File: config.mk
export PLATFORM = sky130hd
export DESIGN_NAME = boot_mailbox_regs
export DESIGN_NICKNAME = d
export VERILOG_FILES = /design/src/rtl/bootmb_pkg.sv /design/src/rtl/bootmb_ctrl.sv /design/src/rtl/bootmb_datapath.sv /design/src/rtl/boot_mailbox_regs.sv
export SDC_FILE = /design/constraint.sdc
export NUM_CORES = 1
export LEC_CHECK = 0
export ABC_AREA = 1
export BUFFER_PORTS_ARGS = -buffer_cell sky130_fd_sc_hd__buf_2
export CORE_MARGIN = 2
export CORE_UTILIZATION = 47
export DETAILED_ROUTE_END_ITERATION = 8
export MAX_ROUTING_LAYER = met4
export PLACE_DENSITY = 0.83
export REMOVE_ABC_BUFFERS = 1
export SYNTH_ARGS = -nofsm -noshare
export SYNTH_HDL_FRONTEND = slang
export SYNTH_SLANG_ARGS = --single-unit
export TNS_END_PERCENT = 1
File: constraint.sdc
create_clock -name clk -period 1.6 [get_ports clk]
set_clock_uncertainty 0.1 [all_clocks]
set_input_delay 0.4 -clock clk [delete_from_list [all_inputs] [get_ports clk]]
set_output_delay 0.4 -clock clk [all_outputs]
set_load 0.01 [all_outputs]
File: src/rtl/bootmb_pkg.sv
package bootmb_pkg;

  localparam int IDX_W = 3;

  typedef enum logic [IDX_W-1:0] {
    IDX_IMAGE = 3'd0,
    IDX_ROMST = 3'd1,
    IDX_CMD   = 3'd2,
    IDX_LDRST = 3'd3,
    IDX_META  = 3'd4,
    IDX_START = 3'd5,
    IDX_LEN   = 3'd6,
    IDX_ERR   = 3'd7
  } regIdx_e;

  localparam int CMD_META = 1;
  localparam int CMD_LOAD = 2;

  localparam int NUM_PTR = 4;
  localparam int PTR_IMAGE = 0;
  localparam int PTR_META  = 1;
  localparam int PTR_START = 2;
  localparam int PTR_LEN   = 3;

  typedef struct packed {
    logic wrImage;
    logic wrRom;
    logic wrLdr;
    logic wrMeta;
    logic wrStart;
    logic wrLen;
    logic cmdTake;
    logic rdStrobe;
    logic rdHit;
  } strobe_t;

endpackage

File: src/rtl/bootmb_ctrl.sv
module bootmb_ctrl
  import bootmb_pkg::*;
#(
  parameter int ADDR_W = 8,
  parameter int DATA_W = 32
) (
  input  logic              clk,
  input  logic              rstN,
  input  logic [ADDR_W-1:0] busAddr,
  input  logic              busWrEn,
  input  logic [DATA_W-1:0] busWrData,
  input  logic              busRdEn,
  input  logic              codeLenZero,
  output strobe_t           st,
  output regIdx_e           regSel,
  output logic              cmdPulse,
  output logic              protoErr
);

  localparam int HI_W = ADDR_W - 2 - IDX_W;

  logic    mapped;
  logic    metaSeen;
  logic    isCmd;
  logic    cmdMeta;
  logic    cmdLoad;
  logic    acceptCmd;
  logic    rejectCmd;

  assign mapped = (busAddr[ADDR_W-1:2+IDX_W] == HI_W'(0));
  assign regSel = regIdx_e'(busAddr[2+IDX_W-1:2]);

  assign isCmd   = busWrEn && mapped && (regSel == IDX_CMD);
  assign cmdMeta = isCmd && (busWrData == DATA_W'(CMD_META));
  assign cmdLoad = isCmd && (busWrData == DATA_W'(CMD_LOAD));

  assign acceptCmd = cmdMeta || (cmdLoad && metaSeen);
  assign rejectCmd = cmdLoad && !metaSeen;

  always_comb begin
    st          = '0;
    st.rdStrobe = busRdEn;
    st.rdHit    = mapped;
    st.cmdTake  = acceptCmd;
    if (busWrEn && mapped) begin
      unique case (regSel)
        IDX_IMAGE: st.wrImage = 1'b1;
        IDX_ROMST: st.wrRom   = 1'b1;
        IDX_LDRST: st.wrLdr   = 1'b1;
        IDX_META:  st.wrMeta  = 1'b1;
        IDX_START: st.wrStart = codeLenZero;
        IDX_LEN:   st.wrLen   = 1'b1;
        default:   ;
      endcase
    end
  end

  always_ff @(posedge clk or negedge rstN) begin
    if (!rstN) begin
      metaSeen <= 1'b0;
      protoErr <= 1'b0;
      cmdPulse <= 1'b0;
    end else begin
      cmdPulse <= acceptCmd;
      if (cmdMeta) metaSeen <= 1'b1;
      if (rejectCmd) protoErr <= 1'b1;
    end
  end

endmodule

File: src/rtl/bootmb_datapath.sv
module bootmb_datapath
  import bootmb_pkg::*;
#(
  parameter int DATA_W = 32
) (
  input  logic              clk,
  input  logic              rstN,
  input  strobe_t           st,
  input  regIdx_e           regSel,
  input  logic [DATA_W-1:0] busWrData,
  input  logic              romStatusWr,
  input  logic [DATA_W-1:0] romStatusIn,
  input  logic              ldrStatusWr,
  input  logic [DATA_W-1:0] ldrStatusIn,
  input  logic              protoErr,
  output logic [DATA_W-1:0] busRdData,
  output logic [DATA_W-1:0] cmdValue,
  output logic [DATA_W-1:0] imageAddr,
  output logic [DATA_W-1:0] metaAddr,
  output logic [DATA_W-1:0] codeStart,
  output logic [DATA_W-1:0] codeLen,
  output logic [DATA_W-1:0] romStatus,
  output logic [DATA_W-1:0] ldrStatus,
  output logic              codeLenZero
);

  logic [NUM_PTR-1:0] ptrWe;
  logic [DATA_W-1:0]  ptrQ [NUM_PTR];
  logic [DATA_W-1:0]  rdNext;

  assign ptrWe[PTR_IMAGE] = st.wrImage;
  assign ptrWe[PTR_META]  = st.wrMeta;
  assign ptrWe[PTR_START] = st.wrStart;
  assign ptrWe[PTR_LEN]   = st.wrLen;

  for (genvar g = 0; g < NUM_PTR; g++) begin : gPtr
    always_ff @(posedge clk or negedge rstN) begin
      if (!rstN)         ptrQ[g] <= '0;
      else if (ptrWe[g]) ptrQ[g] <= busWrData;
    end
  end

  assign imageAddr   = ptrQ[PTR_IMAGE];
  assign metaAddr    = ptrQ[PTR_META];
  assign codeStart   = ptrQ[PTR_START];
  assign codeLen     = ptrQ[PTR_LEN];
  assign codeLenZero = (ptrQ[PTR_LEN] == '0);

  always_ff @(posedge clk or negedge rstN) begin
    if (!rstN) begin
      romStatus <= '0;
      ldrStatus <= '0;
      cmdValue  <= '0;
    end else begin
      if (romStatusWr)   romStatus <= romStatusIn;
      else if (st.wrRom) romStatus <= busWrData;
      if (ldrStatusWr)   ldrStatus <= ldrStatusIn;
      else if (st.wrLdr) ldrStatus <= busWrData;
      if (st.cmdTake)    cmdValue  <= busWrData;
    end
  end

  always_comb begin
    rdNext = '0;
    if (st.rdHit) begin
      unique case (regSel)
        IDX_IMAGE: rdNext = ptrQ[PTR_IMAGE];
        IDX_ROMST: rdNext = romStatus;
        IDX_CMD:   rdNext = cmdValue;
        IDX_LDRST: rdNext = ldrStatus;
        IDX_META:  rdNext = ptrQ[PTR_META];
        IDX_START: rdNext = ptrQ[PTR_START];
        IDX_LEN:   rdNext = ptrQ[PTR_LEN];
        IDX_ERR:   rdNext = DATA_W'(protoErr);
        default:   rdNext = '0;
      endcase
    end
  end

  always_ff @(posedge clk or negedge rstN) begin
    if (!rstN)            busRdData <= '0;
    else if (st.rdStrobe) busRdData <= rdNext;
  end

endmodule

File: src/rtl/boot_mailbox_regs.sv
module boot_mailbox_regs
  import bootmb_pkg::*;
#(
  parameter int ADDR_W = 8,
  parameter int DATA_W = 32
) (
  input  logic              clk,
  input  logic              rstN,
  input  logic [ADDR_W-1:0] busAddr,
  input  logic              busWrEn,
  input  logic [DATA_W-1:0] busWrData,
  input  logic              busRdEn,
  output logic [DATA_W-1:0] busRdData,
  input  logic              romStatusWr,
  input  logic [DATA_W-1:0] romStatusIn,
  input  logic              ldrStatusWr,
  input  logic [DATA_W-1:0] ldrStatusIn,
  output logic              cmdPulse,
  output logic [DATA_W-1:0] cmdValue,
  output logic [DATA_W-1:0] imageAddr,
  output logic [DATA_W-1:0] metaAddr,
  output logic [DATA_W-1:0] codeStart,
  output logic [DATA_W-1:0] codeLen,
  output logic [DATA_W-1:0] romStatus,
  output logic [DATA_W-1:0] ldrStatus
);

  strobe_t st;
  regIdx_e regSel;
  logic    protoErr;
  logic    codeLenZero;

  bootmb_ctrl #(.ADDR_W(ADDR_W), .DATA_W(DATA_W)) i_ctrl (
    .clk         (clk),
    .rstN        (rstN),
    .busAddr     (busAddr),
    .busWrEn     (busWrEn),
    .busWrData   (busWrData),
    .busRdEn     (busRdEn),
    .codeLenZero (codeLenZero),
    .st          (st),
    .regSel      (regSel),
    .cmdPulse    (cmdPulse),
    .protoErr    (protoErr)
  );

  bootmb_datapath #(.DATA_W(DATA_W)) i_dp (
    .clk         (clk),
    .rstN        (rstN),
    .st          (st),
    .regSel      (regSel),
    .busWrData   (busWrData),
    .romStatusWr (romStatusWr),
    .romStatusIn (romStatusIn),
    .ldrStatusWr (ldrStatusWr),
    .ldrStatusIn (ldrStatusIn),
    .protoErr    (protoErr),
    .busRdData   (busRdData),
    .cmdValue    (cmdValue),
    .imageAddr   (imageAddr),
    .metaAddr    (metaAddr),
    .codeStart   (codeStart),
    .codeLen     (codeLen),
    .romStatus   (romStatus),
    .ldrStatus   (ldrStatus),
    .codeLenZero (codeLenZero)
  );

endmodule

---- Word-level counts from Yosys, hierarchy flattened ----
Cells that the tools add are included.
cells by class
  reductions and logical operators ........ 13
  eq/ne operators ......................... 9
  multiplexer cells ....................... 13
operators with widths
  kind                 count
  $pmux 32 s8          1
  $mux 32              5
  $eq 32x1->1 const B  1
  $eq 32x2->1 const B  1
  $logic_not 32->1     1
  $eq 3x3->1 const B   4
  $eq 3x2->1 const B   2
  $logic_and 1x1->1    6
  $logic_not 3->1      2
  $mux 1               6
  $mux 6               1
  $reduce_bool 2->1    2
  $eq 3x1->1 const B   1
  $logic_not 1->1      1
  $logic_or 1x1->1     1
storage, ports and cells
  register bits after elaboration ......... 259
  input port bits ......................... 110
  logic and storage cells ................. 46

---- Logic depth before layout (Yosys ltp) ----
Gate-level depths: netlist of the first run.
  word-level depth ........................ 6
  depth in mapped cells ................... 11
  gate-level depth less buffers ........... 10

---- By module ----
Synthesis of the first run repeated with hierarchy kept, for this count alone.
second synthesis, totals
  cell total of the unflattened synthesis .. 1,517
  area total of the unflattened synthesis .. 12,299.3 um2
by module, submodules not included
  module           area each (um2)  instances  cells an instance
  bootmb_datapath  11,890.2         1          1,443
  bootmb_ctrl      409.1            1          74

---- Worst setup path before layout of the first run ----
Ideal clock, no wire load.
  path kind ............................... input to register
  start point ............................. input busAddr[6]
  end point ............................... register i_dp.romStatus[12]
  required time ........................... 1.359 ns
  stages on the path ...................... 7
  path slack .............................. -0.033 ns
  arrival ................................. 1.392 ns
  cells stage by stage .................... nor2_1 nand2_1 inv_1 nand2_2 o21ai_2 clkbuf_1 a31oi_1
between the ends
  word-level cells in the longest chain between the ends .. 4
ends and longest elaborated chain
  item                                line                    RTL
  start, declared                     boot_mailbox_regs.sv:9  input logic [ADDR_W-1:0] busAddr,
  $logic_not 3->1                     bootmb_ctrl.sv:30       assign mapped = (busAddr[ADDR_W-1:2+IDX_W] == HI_W'(0));
  $logic_and 1x1->1                   bootmb_ctrl.sv:45       if (busWrEn && mapped) begin
  $mux 6                              bootmb_ctrl.sv:45
  $reduce_bool 2->1 (no source line)  n/a
  end signal, assigned                bootmb_datapath.sv:55   if (romStatusWr) romStatus <= romStatusIn;
  end signal, assigned                bootmb_datapath.sv:56   else if (st.wrRom) romStatus <= busWrData;
  end, declared                       bootmb_datapath.sv:22   output logic [DATA_W-1:0] romStatus,
Every way passes these cells.
A chain may end at the register's enable or synchronous reset.

---- Final worst setup path of the first run ----
  start point ............................. register i_dp.ptrQ, in the netlist i_dp.codeLen[14]
  end point ............................... register i_dp.ptrQ, in the netlist i_dp.codeStart[8]
between the ends
  word-level cells in the longest chain between the ends .. 3
ends and longest elaborated chain
  item                             line                   RTL
  start, declared                  bootmb_datapath.sv:28  logic [DATA_W-1:0] ptrQ [NUM_PTR];
  start signal, assigned by index  bootmb_datapath.sv:39  else if (ptrWe[g]) ptrQ[g] <= busWrData;
  $logic_not 32->1                 bootmb_datapath.sv:47  assign codeLenZero = (ptrQ[PTR_LEN] == '0);
  $mux 1                           bootmb_ctrl.sv:46      unique case (regSel)
  $mux 6                           bootmb_ctrl.sv:45
Every way passes these cells.

==> metrics.md, run 1 <==
| Metric | Value |
|---|---|
| Run status | `finished with violations` |
| Failing checks | `setup timing` |
| Total number of nets in the final design | `2166` |
| Number of cells produced by synthesis | `1559` |
| Data arrival time of the critical path | `2110 ps` |
| CP Launch Type | `register` |
| Total power divided by cell area | `1065 mW/mm^2` |
| Number of antenna violations at the first check in global routing | `6` |
| Antenna Nets Post-Route | `0` |
| CTS clk-pin slew, worst paths | `60 ps` |
| Simple-gate share of the synthesized area | `21.58%` |
| Ratio of final minimum period to clock period | `111.3%` |
| Full die area | `0.02712 sq mm` |
| Adder and majority cell fraction of the synthesized area | `0%` |
| Proportion of layout cells with a drive suffix above 1 | `29.29%` |
| Total area of multi-input combinational cells | `0.004466 sq mm` |
| Flip-flop and latch count after synthesis | `259` |
| Synth area leader | `dfrtp_1` |
| Final core utilization | `67.41%` |
| Worst max-slew margin expressed relative to the limit | `60.45%` |
| Clock tree from TritonCTS | `built` |
| Top cells by area, synth | `dfrtp_1, nand2_1, inv_1` |
| Number of iterations in the first detailed-routing pass | `8` |
| CTS max path bufs | `3` |
| Final WS setup | `-180.5 ps` |
| DRC violation total after the first TritonRoute iteration | `1592` |
| Height of the chip | `164.7 um` |
| Initial core utilization | `48.04%` |
| TNS Setup | `-8130 ps` |
| Setup repair bufs after CTS | `0` |
| Mean post-synth cell area | `7.782 sq um` |
| Startpoint of the most critical setup path | `i_dp.codeLen[14]$_DFFE_PN0P_` |
| Dpl hpwl | `35130 um` |
| Post-route design area | `0.01702 sq mm` |
| Setup repair after global routing missed its margin | `true` |
| DR vias | `13700` |
| Final weighted congestion in routability-driven placement | `0.9192` |
| I/O pin count | `367` |
| Global route total overflow | `0` |
| Detail-routed net length per standard cell | `21.46 um` |
| Number of global-route vias before repair | `13546` |
| Met1 track utilization from global routing | `47.77%` |
| Maximum achievable frequency | `561.6 MHz` |
| Synthesis-to-layout area growth | `40.31%` |
| Xor and xnor area share after synthesis | `0%` |
| Most Crowded Layer GR | `met2` |
| Maximum number of pins on one net before global-route repair | `49` |
| Most instantiated library cell after synthesis | `nand2_1` |
| Total of warnings raised by yosys | `0` |
| Width of the die | `164.7 um` |
| Post-synth EDFFs | `0` |
| Final hold viol count | `0` |
| Share of synthesized registers carrying an async set or reset | `100.0%` |
| Final count of negative-setup-slack endpoints | `116` |
| Transition at the pin with the smallest max-transition slack | `592.6 ps` |
| Instance area at placement | `0.01566 sq mm` |
| Setup crit end kind | `register` |
| Top FF cell, synth | `dfrtp_1` |
| Fill cells | `2027` |
| Classification of the worst-slack hold path | `input port to register` |
| Total placed cells including tap cells | `2337` |
| Clock sink total | `259` |
| Max-slew violations | `0` |
| Global-route wire length before repair | `75780 um` |
| Complex-gate fraction of the synthesized area | `14.53%` |
| Min cycle time layout | `1781 ps` |
| Seq/Total Area, Yosys | `53.42%` |
| Met3 routing resource usage after global routing | `7.459%` |
| Worst Path Class, Setup | `register to register` |
| Number of distinct library cells after synthesis | `23` |
| Number of max-capacitance violations reported | `0` |
| Dominant combinational cell family by area after synthesis | `simple AND/OR/NAND/NOR gates` |
| Clock Tree Root | `clkbuf_16` |
| Met2 usage | `59.93%` |
| Startpoint of the most critical register-to-register path | `i_dp.codeLen[14]$_DFFE_PN0P_` |
| Sequential cell area | `0.006485 sq mm` |
| Top cells by count, synth | `nand2_1, dfrtp_1, inv_1` |
| Worst Path Max Fanout | `15` |
| Leakage component of the power | `9.073 nW` |
| Number of CTS-inserted buffers | `28` |
| Count of non-filler cells in the finished layout | `2412` |
| VDD IR max | `0.9838 mV` |
| Worst skew pair latency | `550 ps` |
| H-tree lvl count | `1` |
| Data required time of the worst path | `1930 ps` |
| Core outline area | `0.02525 sq mm` |
| Remaining routing DRC violations | `0` |
| Share of the synthesized area in the top cell type | `53.42%` |
| Number of rows created at floorplan | `58` |
| Routed wire length | `51760 um` |
| Hold path start | `romStatusIn[29]` |
| Total global routing track utilization | `38.34%` |
| Area of the mapped netlist | `0.01213 sq mm` |
| PortBufs | `364` |
| Number of vias per cell | `5.680` |
| Mux contribution to synthesized area | `0%` |
## layout by cell type, fill, tap and decap left out, types with 35 or more instances in the layout
| cell | Yosys | routed |
|---|---|---|
| a21oi_1 | 38 | 38 |
| buf_2 | 34 | 331 |
| buf_4 | 0 | 141 |
| buf_6 | 0 | 35 |
| dfrtp_1 | 259 | 256 |
| inv_1 | 239 | 228 |
| nand2_1 | 418 | 413 |
| nand3_1 | 74 | 70 |
| nor2_1 | 153 | 151 |
| o21ai_0 | 152 | 152 |
| o22ai_1 | 66 | 66 |
## sequential cells by signal (all words and copies together), names as in the netlist
| signal | flops |
|---|---|
| i_dp.metaAddr | 32 |
| i_dp.ldrStatus | 32 |
| i_ctrl.protoErr | 1 |
| i_dp.romStatus | 32 |
| i_dp.imageAddr | 32 |
| i_ctrl.cmdPulse | 1 |
| i_ctrl.metaSeen | 1 |
| i_dp.cmdValue | 32 |
| i_dp.codeStart | 32 |
| i_dp.codeLen | 32 |
| i_dp.busRdData | 32 |
## through the flow
step                setup WS [ps]  hold WS, ps  power (W)
global placement           -311.4        231.8    0.01125
global route               -292.2        13.54    0.01880
CTS                        -128.9        1.920    0.01797
detailed placement         -373.1        232.4    0.01136
floorplan                   -1890        4.409   0.009105
finish                     -180.5        11.48    0.01813
## cell families after synthesis
kind of cell    after synthesis
simple gates                661
buf+inv                     327
compound gates              312
flops                       259
## what timing repair did
action / CTS / global route
resized for setup: 15 / 35
endpoints found under the setup margin: 132 / 196
pin swaps: 0 / 5
endpoints found under the hold margin: 50 / 0
gates cloned: 0 / 1
hold buffers: 18 / 0
## path summary, 6_finish.rpt
path,slack (ps),cells past startpoint,end
hold / removal,10,3,i_dp.romStatus[29]$_DFFE_PN0P_
setup / recovery,-180,9,i_dp.codeStart[8]$_DFFE_PN0P_
setup reg to reg,-180,9,i_dp.codeStart[8]$_DFFE_PN0P_
max in group asynchronous,480,3,i_dp.romStatus[6]$_DFFE_PN0P_
min in group asynchronous,260,2,i_dp.imageAddr[21]$_DFFE_PN0P_
hold reg to reg,370,2,i_dp.busRdData[30]$_DFFE_PN0P_
## final cells by class
type	instances	area share, %
Antenna cell	6	0.08820
Clock buffer	45	4.968
Clock inverter	5	0.4557
Inverter	243	5.358
Multi-Input combinational cell	973	26.23
Sequential cell	259	38.09
Tap cell	330	2.425
Timing Repair Buffer	551	22.38
## critical path, stage by stage (launching register included)
cell and delay [ps]:
dfrtp_1 400, inv_2 80, nand4_1 190, nor2_1 180, nand2_2 80, nor2_4 190, nand2_4 100, clkbuf_16 220
nand2_1 80, nand2_1 40
## report_power, final
part	switching, W	leakage (nW)	internal [W]
combinational	0.00221	5.64	0.00158
clock	0.00270	0.449	0.00391
sequential	0.000498	2.98	0.00724
total	0.00540	9.07	0.0127
## metal layers
| metal | wire length (um) | vias up |
|---|---|---|
| met5 | 0 | - |
| met4 | 2927 | 0 |
| met3 | 6648 | 281 |
| met2 | 23570 | 1144 |
| met1 | 18610 | 6329 |
| li1 | - | 5946 |
No activity file was read; power rests on OpenSTA's default activity.
==> run 2, diff against run 1 <==
- ABC_AREA: 1 -> not set
- CORE_UTILIZATION: 47 -> 56
- PLACE_DENSITY: 0.83 -> 0.92
- clock period: 1.6 -> 2.06 ns (I/O delays scaled with it)
==> metrics.md, run 2 <==
| Metric | Value |
|---|---|
| Run status | `finished with violations` |
| Failing checks | `setup timing` |
| H-tree lvl count | `1` |
| Maximum number of pins on one net before global-route repair | `65` |
| Dominant delay contributor by cell family on the critical path | `simple AND/OR/NAND/NOR gates` |
| Clock Tree Root | `clkbuf_16` |
| Total number of nets in the final design | `1613` |
| Number of iterations in the first detailed-routing pass | `5` |
| Critical Path, Cell by Cell | `nor4_2 > buf_4 > nand4_1 > or4_4 > buf_12 > mux2_1` |
| Antenna Nets Post-Route | `0` |
| Routed wire length | `44230 um` |
| Mean post-synth cell area | `11.52 sq um` |
| Top cells by area, synth | `dfrtp_1, mux2_2, mux2i_1` |
| Proportion of layout cells with a drive suffix above 1 | `44.09%` |
| Width of the die | `150.6 um` |
| Classification of the worst-slack hold path | `input port to register` |
| Synthesis-to-layout area growth | `33.87%` |
| Total power divided by cell area | `822.8 mW/mm^2` |
| Number of distinct library cells after synthesis | `44` |
| Power Total | `0.01326 W` |
| CTS clk-pin slew, worst paths | `60 ps` |
| DRC violation total after the first TritonRoute iteration | `1006` |
| Worst max-slew margin expressed relative to the limit | `60.03%` |
| Data arrival time of the critical path | `2560 ps` |
| CTS max path bufs | `3` |
| Final hold viol count | `0` |
| DR vias | `11155` |
| Detail-routed net length per standard cell | `24.56 um` |
| Leakage component of the power | `8.688 nW` |
| Number of cells produced by synthesis | `1045` |
| Initial core utilization | `57.08%` |
| CP Launch Type | `register` |
| Total of warnings raised by yosys | `0` |
| Height of the chip | `150.6 um` |
| Worst skew pair latency | `540 ps` |
| Synth area leader | `dfrtp_1` |
| Worst Path Class, Setup | `register to register` |
| I/O pin count | `367` |
| Share of synthesized registers carrying an async set or reset | `100.0%` |
| Full die area | `0.02268 sq mm` |
| Final count of negative-setup-slack endpoints | `32` |
| Global-route wire length before repair | `65510 um` |
| Clock sink total | `259` |
| Worst path slowest cell | `or4_4` |
| Remaining routing DRC violations | `0` |
| Setup crit end kind | `register` |
| Area of the mapped netlist | `0.01204 sq mm` |
| Maximum achievable frequency | `443.2 MHz` |
| Commonest non-fill, non-tap cells in the layout | `buf_2, dfrtp_1, buf_4, mux2i_1, o21ai_0` |
| Share of the synthesized area in the top cell type | `53.84%` |
| Number of antenna violations at the first check in global routing | `2` |
| Total global routing track utilization | `39.57%` |
| Data required time of the worst path | `2370 ps` |
| Most common cell after layout, fill and taps aside | `buf_2` |
| Worst Path Max Fanout | `23` |
| Largest incremental delay on the critical path | `580 ps` |
| PortBufs | `364` |
| Number of rows created at floorplan | `53` |
| Number of max-capacitance violations reported | `0` |
| Clock tree from TritonCTS | `built` |
| VDD IR max | `0.6703 mV` |
| Top FF cell, synth | `dfrtp_1` |
| Number of CTS-inserted buffers | `29` |
| Number of vias per cell | `6.194` |
| Transition at the pin with the smallest max-transition slack | `594.1 ps` |
| Final WS setup | `-196.2 ps` |
| Most instantiated library cell after synthesis | `dfrtp_1` |
| Buf/Inv on CP | `2` |
| Post-synth EDFFs | `0` |
| Top cells by count, synth | `dfrtp_1, mux2i_1, o21ai_0` |
| Seq/Total Area, Yosys | `53.84%` |
| Number of global-route vias before repair | `11438` |
| Ratio of final minimum period to clock period | `109.5%` |
| Core outline area | `0.02109 sq mm` |
| Min cycle time layout | `2256 ps` |
| Global route total overflow | `0` |
| Final weighted congestion in routability-driven placement | `0.9191` |
| Flip-flop and latch count after synthesis | `259` |
| Final hold slack | `85.26 ps` |
| Max-slew violations | `0` |
| Dpl hpwl | `31180 um` |
| Setup repair after global routing missed its margin | `true` |
run 2: cell count changes after synthesis, moves of 40 or more:
cell / delta
mux2i_1: +103
o21ai_0: -51
mux2_2: +100
nor2b_1: +41
inv_1: -193
nand2_1: -343
nand3_1: -69
nor2_1: -128
o22ai_1: -40
run 2: worst min-delay path, delay by kind of cell:
kind / cells / cell delay (ps)
AO/OA/AOI/OAI: 1 / 60
buffers and inverters: 1 / 80
AND/OR/NAND/NOR: 1 / 40
run 2: path summary, 6_finish.rpt:
| kind | startpoint | to | slack (ps) | depth (start not counted) |
|---|---|---|---|---|
| min reg2reg | i_ctrl.protoErr$_DFFE_PN0P_ | i_ctrl.protoErr$_DFFE_PN0P_ | 360 | 1 |
| max in group asynchronous | rstN | i_dp.busRdData[14]$_DFFE_PN0P_ | 840 | 3 |
| min | ldrStatusIn[31] | i_dp.ldrStatus[31]$_DFFE_PN0P_ | 90 | 3 |
| max reg2reg | i_dp.codeLen[25]$_DFFE_PN0P_ | i_dp.codeStart[8]$_DFFE_PN0P_ | -200 | 6 |
| min in group asynchronous | rstN | i_dp.busRdData[18]$_DFFE_PN0P_ | 360 | 2 |
| max | i_dp.codeLen[25]$_DFFE_PN0P_ | i_dp.codeStart[8]$_DFFE_PN0P_ | -200 | 6 |
run 2: where the power goes:
part / total (W) / switching, W / internal (W) / leakage, nW
Combinational: 0.00243 / 0.00133 / 0.00110 / 4.84
Clock: 0.00496 / 0.00207 / 0.00289 / 0.446
Sequential: 0.00587 / 0.000354 / 0.00551 / 3.40
run 2: layout make-up:
cell class,instances,area (sq um)
Sequential cell,259,6481
Multi-Input combinational cell,661,5131
Fill cell,1332,4972
Timing Repair Buffer,504,3069
Clock buffer,43,828.3
Tap cell,275,344.1
Inverter,48,180.2
Clock inverter,9,76.32
Antenna cell,2,5.005
run 2: layer usage:
layer / vias up / global-route usage (%) / share of wire (%)
met5: - / - / 0
met4: 0 / 23.08 / 6.5
met3: 215 / 9.030 / 11
met2: 842 / 61.70 / 47
met1: 5423 / 47.39 / 36
li1: 4675 / - / -
run 2: cell families after synthesis:
group / after synthesis / share of synthesized area, %
and+or+nand+nor: 196 / 8.513
AOI/OAI and AO/OA: 230 / 12.54
DFF: 259 / 53.84
muxes: 235 / 20.91
buffers and inverters: 125 / 4.199
run 2: per-stage QoR:
step / cells / worst slack, ps / cell area, sq um / TNS, ps / utilization (%)
2_1_floorplan: 968 / -1461 / 11710 / -184600 / -
3_3_place_gp: 1746 / -491.5 / 15160 / -38410 / 71.87
3_5_place_dp: 1746 / -540.4 / 15160 / -49760 / 71.87
4_1_cts: 1799 / -208.7 / 16100 / -5785 / 76.36
5_1_grt: 1801 / -264.0 / 16120 / -7504 / 76.42
6_report: 1801 / -196.2 / 16120 / -5265 / 76.42
run 2: timing repair:
action | in CTS | in global routing
hold endpoints to repair | 27 | 0
buffers inserted | 0 | 0
endpoints found under the setup margin | 32 | 32
pin swaps | 1 | 0
gates resized for setup | 7 | 2
hold buffers | 1 | 0
==> run 3, diff against run 2 <==
- PLACE_DENSITY: 0.92 -> 0.91
- SYNTH_HIERARCHICAL: not set -> 1
==> metrics.md, run 3 <==
| Metric | Value |
|---|---|
| Count of non-filler cells in the finished layout | `1828` |
| Maximum number of pins on one net before global-route repair | `65` |
| Data arrival time of the critical path | `2600 ps` |
| Total of warnings raised by yosys | `6` |
| Initial core utilization | `57.55%` |
| Final hold slack | `82.07 ps` |
| Most common cell after layout, fill and taps aside | `buf_2` |
| Top cells by count, synth | `dfrtp_1, mux2_2, mux2i_1` |
| Routed wire length | `46920 um` |
| Run status | `finished with violations` |
| Number of iterations in the first detailed-routing pass | `5` |
| Worst r2r path cells | `9` |
| Total number of nets in the final design | `1637` |
| Worst max-slew margin expressed relative to the limit | `42.17%` |
| Min cycle time layout | `2285 ps` |
| Detail-routed net length per standard cell | `25.67 um` |
| Core outline area | `0.02196 sq mm` |
| Number of cells produced by synthesis | `1083` |
| Total global routing track utilization | `40.10%` |
| Total power divided by cell area | `788.9 mW/mm^2` |
| Post-synth EDFFs | `0` |
| Flip-flop and latch count after synthesis | `259` |
| TNS Setup | `-6065 ps` |
| Worst path slowest cell | `dfrtp_1` |
| Number of global-route vias before repair | `12090` |
| Full die area | `0.02378 sq mm` |
| Power Total | `0.01328 W` |
| Ratio of final minimum period to clock period | `110.9%` |
| Failing checks | `setup timing` |
| Hold path start | `romStatusIn[30]` |
| Final weighted congestion in routability-driven placement | `0.9499` |
| Top FF cell, synth | `dfrtp_1` |
| Global route total overflow | `0` |
| Clock sink total | `259` |
| Largest incremental delay on the critical path | `400 ps` |
| Clock Tree Root | `clkbuf_16` |
| Antenna Nets Post-Route | `0` |
| Share of synthesized registers carrying an async set or reset | `100.0%` |
| Setup crit end kind | `register` |
| Number of max-capacitance violations reported | `0` |
| Number of CTS-inserted buffers | `28` |
| Worst Path Class, Setup | `register to register` |
| DRC violation total after the first TritonRoute iteration | `1126` |
| Fill cells | `1319` |
| Final WS setup | `-224.9 ps` |
| Worst skew pair latency | `540 ps` |
| Transition at the pin with the smallest max-transition slack | `865.6 ps` |
| Number of distinct library cells after synthesis | `40` |
| Maximum achievable frequency | `437.7 MHz` |
| Seq/Total Area, Yosys | `51.29%` |
| CP Launch Type | `register` |
| Mean post-synth cell area | `11.67 sq um` |
| Share of the synthesized area in the top cell type | `51.29%` |
| Width of the die | `154.2 um` |
| Top cells by area, synth | `dfrtp_1, mux2_2, mux2i_1` |
| Register-to-register setup slack | `-220 ps` |
| Dpl hpwl | `31400 um` |
| I/O pin count | `367` |
| Critical Path, Cell by Cell | `nor4_2 > buf_4 > nand4_1 > nor2_1 > nand3b_1 > nor2_4 > buf_12 > buf_12 > mux2_4` |
| Endpoint of the worst hold path | `i_dp/romStatus[30]$_DFFE_PN0P_` |
| Area of the mapped netlist | `0.01264 sq mm` |
| Setup repair after global routing missed its margin | `true` |
| Max-slew violations | `0` |
| PortBufs | `364` |
| Height of the chip | `154.2 um` |
| Synth area leader | `dfrtp_1` |
| Total placed cells including tap cells | `1774` |
| Final core utilization | `76.65%` |
| Most instantiated library cell after synthesis | `dfrtp_1` |
| Number of antenna violations at the first check in global routing | `0` |
| Antenna Diode Count | `0` |
| Global-route wire length before repair | `71060 um` |
| Synthesis-to-layout area growth | `33.19%` |
| Data required time of the worst path | `2380 ps` |
| Endpoint of the lowest-slack register-to-register path | `i_dp/codeStart[29]$_DFFE_PN0P_` |
| Worst Path Max Fanout | `9` |
| DR vias | `11660` |
| Classification of the worst-slack hold path | `input port to register` |
| Leakage component of the power | `8.480 nW` |
| Final hold viol count | `0` |
| CTS max path bufs | `3` |
| Startpoint of the most critical register-to-register path | `i_dp/codeLen[26]$_DFFE_PN0P_` |
| Remaining routing DRC violations | `0` |
| CTS clk-pin slew, worst paths | `60 ps` |
| Proportion of layout cells with a drive suffix above 1 | `49.03%` |
| Number of vias per cell | `6.379` |
| Number of rows created at floorplan | `54` |
| Top cell by count, worst path | `buf_12` |
| Clock tree from TritonCTS | `built` |
| H-tree lvl count | `1` |
| Final count of negative-setup-slack endpoints | `32` |
| VDD IR max | `0.5787 mV` |
| Hold Crit Depth | `3` |
| Commonest non-fill, non-tap cells in the layout | `buf_2, dfrtp_1, mux2_2, mux2i_1, buf_4` |
==> run 3: worst max-delay path by stage <==
stage                                                 to  slack (ps)                          from  cells past startpoint
after detailed placement   i_dp/cmdValue[17]$_DFFE_PN0P_        -850                 busWrData[20]                      8
after global placement     i_dp/cmdValue[16]$_DFFE_PN0P_        -880                 busWrData[23]                      8
after CTS                 i_dp/codeStart[10]$_DFFE_PN0P_        -230  i_dp/codeLen[15]$_DFFE_PN0P_                      9
after global routing      i_dp/codeStart[11]$_DFFE_PN0P_        -320  i_dp/codeLen[26]$_DFFE_PN0P_                      9
after floorplan             i_dp/cmdValue[0]$_DFFE_PN0P_       -4250                    busAddr[6]                      4
final                     i_dp/codeStart[29]$_DFFE_PN0P_        -220  i_dp/codeLen[26]$_DFFE_PN0P_                      9
==> run 3: power breakdown <==
part	internal, W	switching (W)	total, W
clock	0.00290	0.00213	0.00502
combinational	0.00106	0.00133	0.00239
sequential	0.00548	0.000379	0.00586
==> run 3: final cells by class <==
cell class | instances | area [sq um] | area share (%)
flip-flops and latches | 259 | 6481 | 38.51
multi-input cells | 674 | 5604 | 33.30
repair buffers | 507 | 3273 | 19.45
clock buffers | 36 | 772.0 | 4.587
well taps | 280 | 350.3 | 2.081
inverters | 57 | 214.0 | 1.271
clock inverters | 15 | 136.4 | 0.8103
==> run 3: metal layers <==
metal | up-vias | global-route usage, % | part of all wire (%)
li1 | 4772 | - | -
met1 | 5755 | 49.84 | 37
met2 | 917 | 63.02 | 47
met3 | 216 | 7.005 | 10
met4 | 0 | 21.94 | 5.6
met5 | - | - | 0
==> run 3: per-stage QoR <==
stage               area (sq um)  setup WS, ps
detailed placement         15730        -845.5
global placement           15730        -877.3
CTS                        16830        -232.3
global route               16830        -315.0
finish                     16830        -224.9
floorplan                  12100         -4248
==> run 3: critical path, delay by kind of cell, from the launching register on <==
family / cells / cell delay, ps
buf+inv: 3 / 460
flops: 1 / 400
mux: 1 / 310
simple gates: 5 / 890
==> run 3: repair_timing <==
| item | 4_1_cts | 5_1_grt |
|---|---|---|
| cloned | 1 | 0 |
| hold buffers | 1 | 0 |
| resized for setup | 29 | 4 |
| buffers inserted | 2 | 0 |
| setup endpoints to repair | 64 | 57 |
| hold endpoints to repair | 53 | 0 |
| pin swaps | 4 | 7 |
==> run 3: cell families (layout without fill, tap and decap cells) <==
group           Yosys count  after routing  share of synthesized area, %
simple gates            176            176                         6.475
buf+inv                 150            615                         5.970
mux                     280            280                         23.79
compound gates          218            218                         12.48
flops                   259            259                         51.29
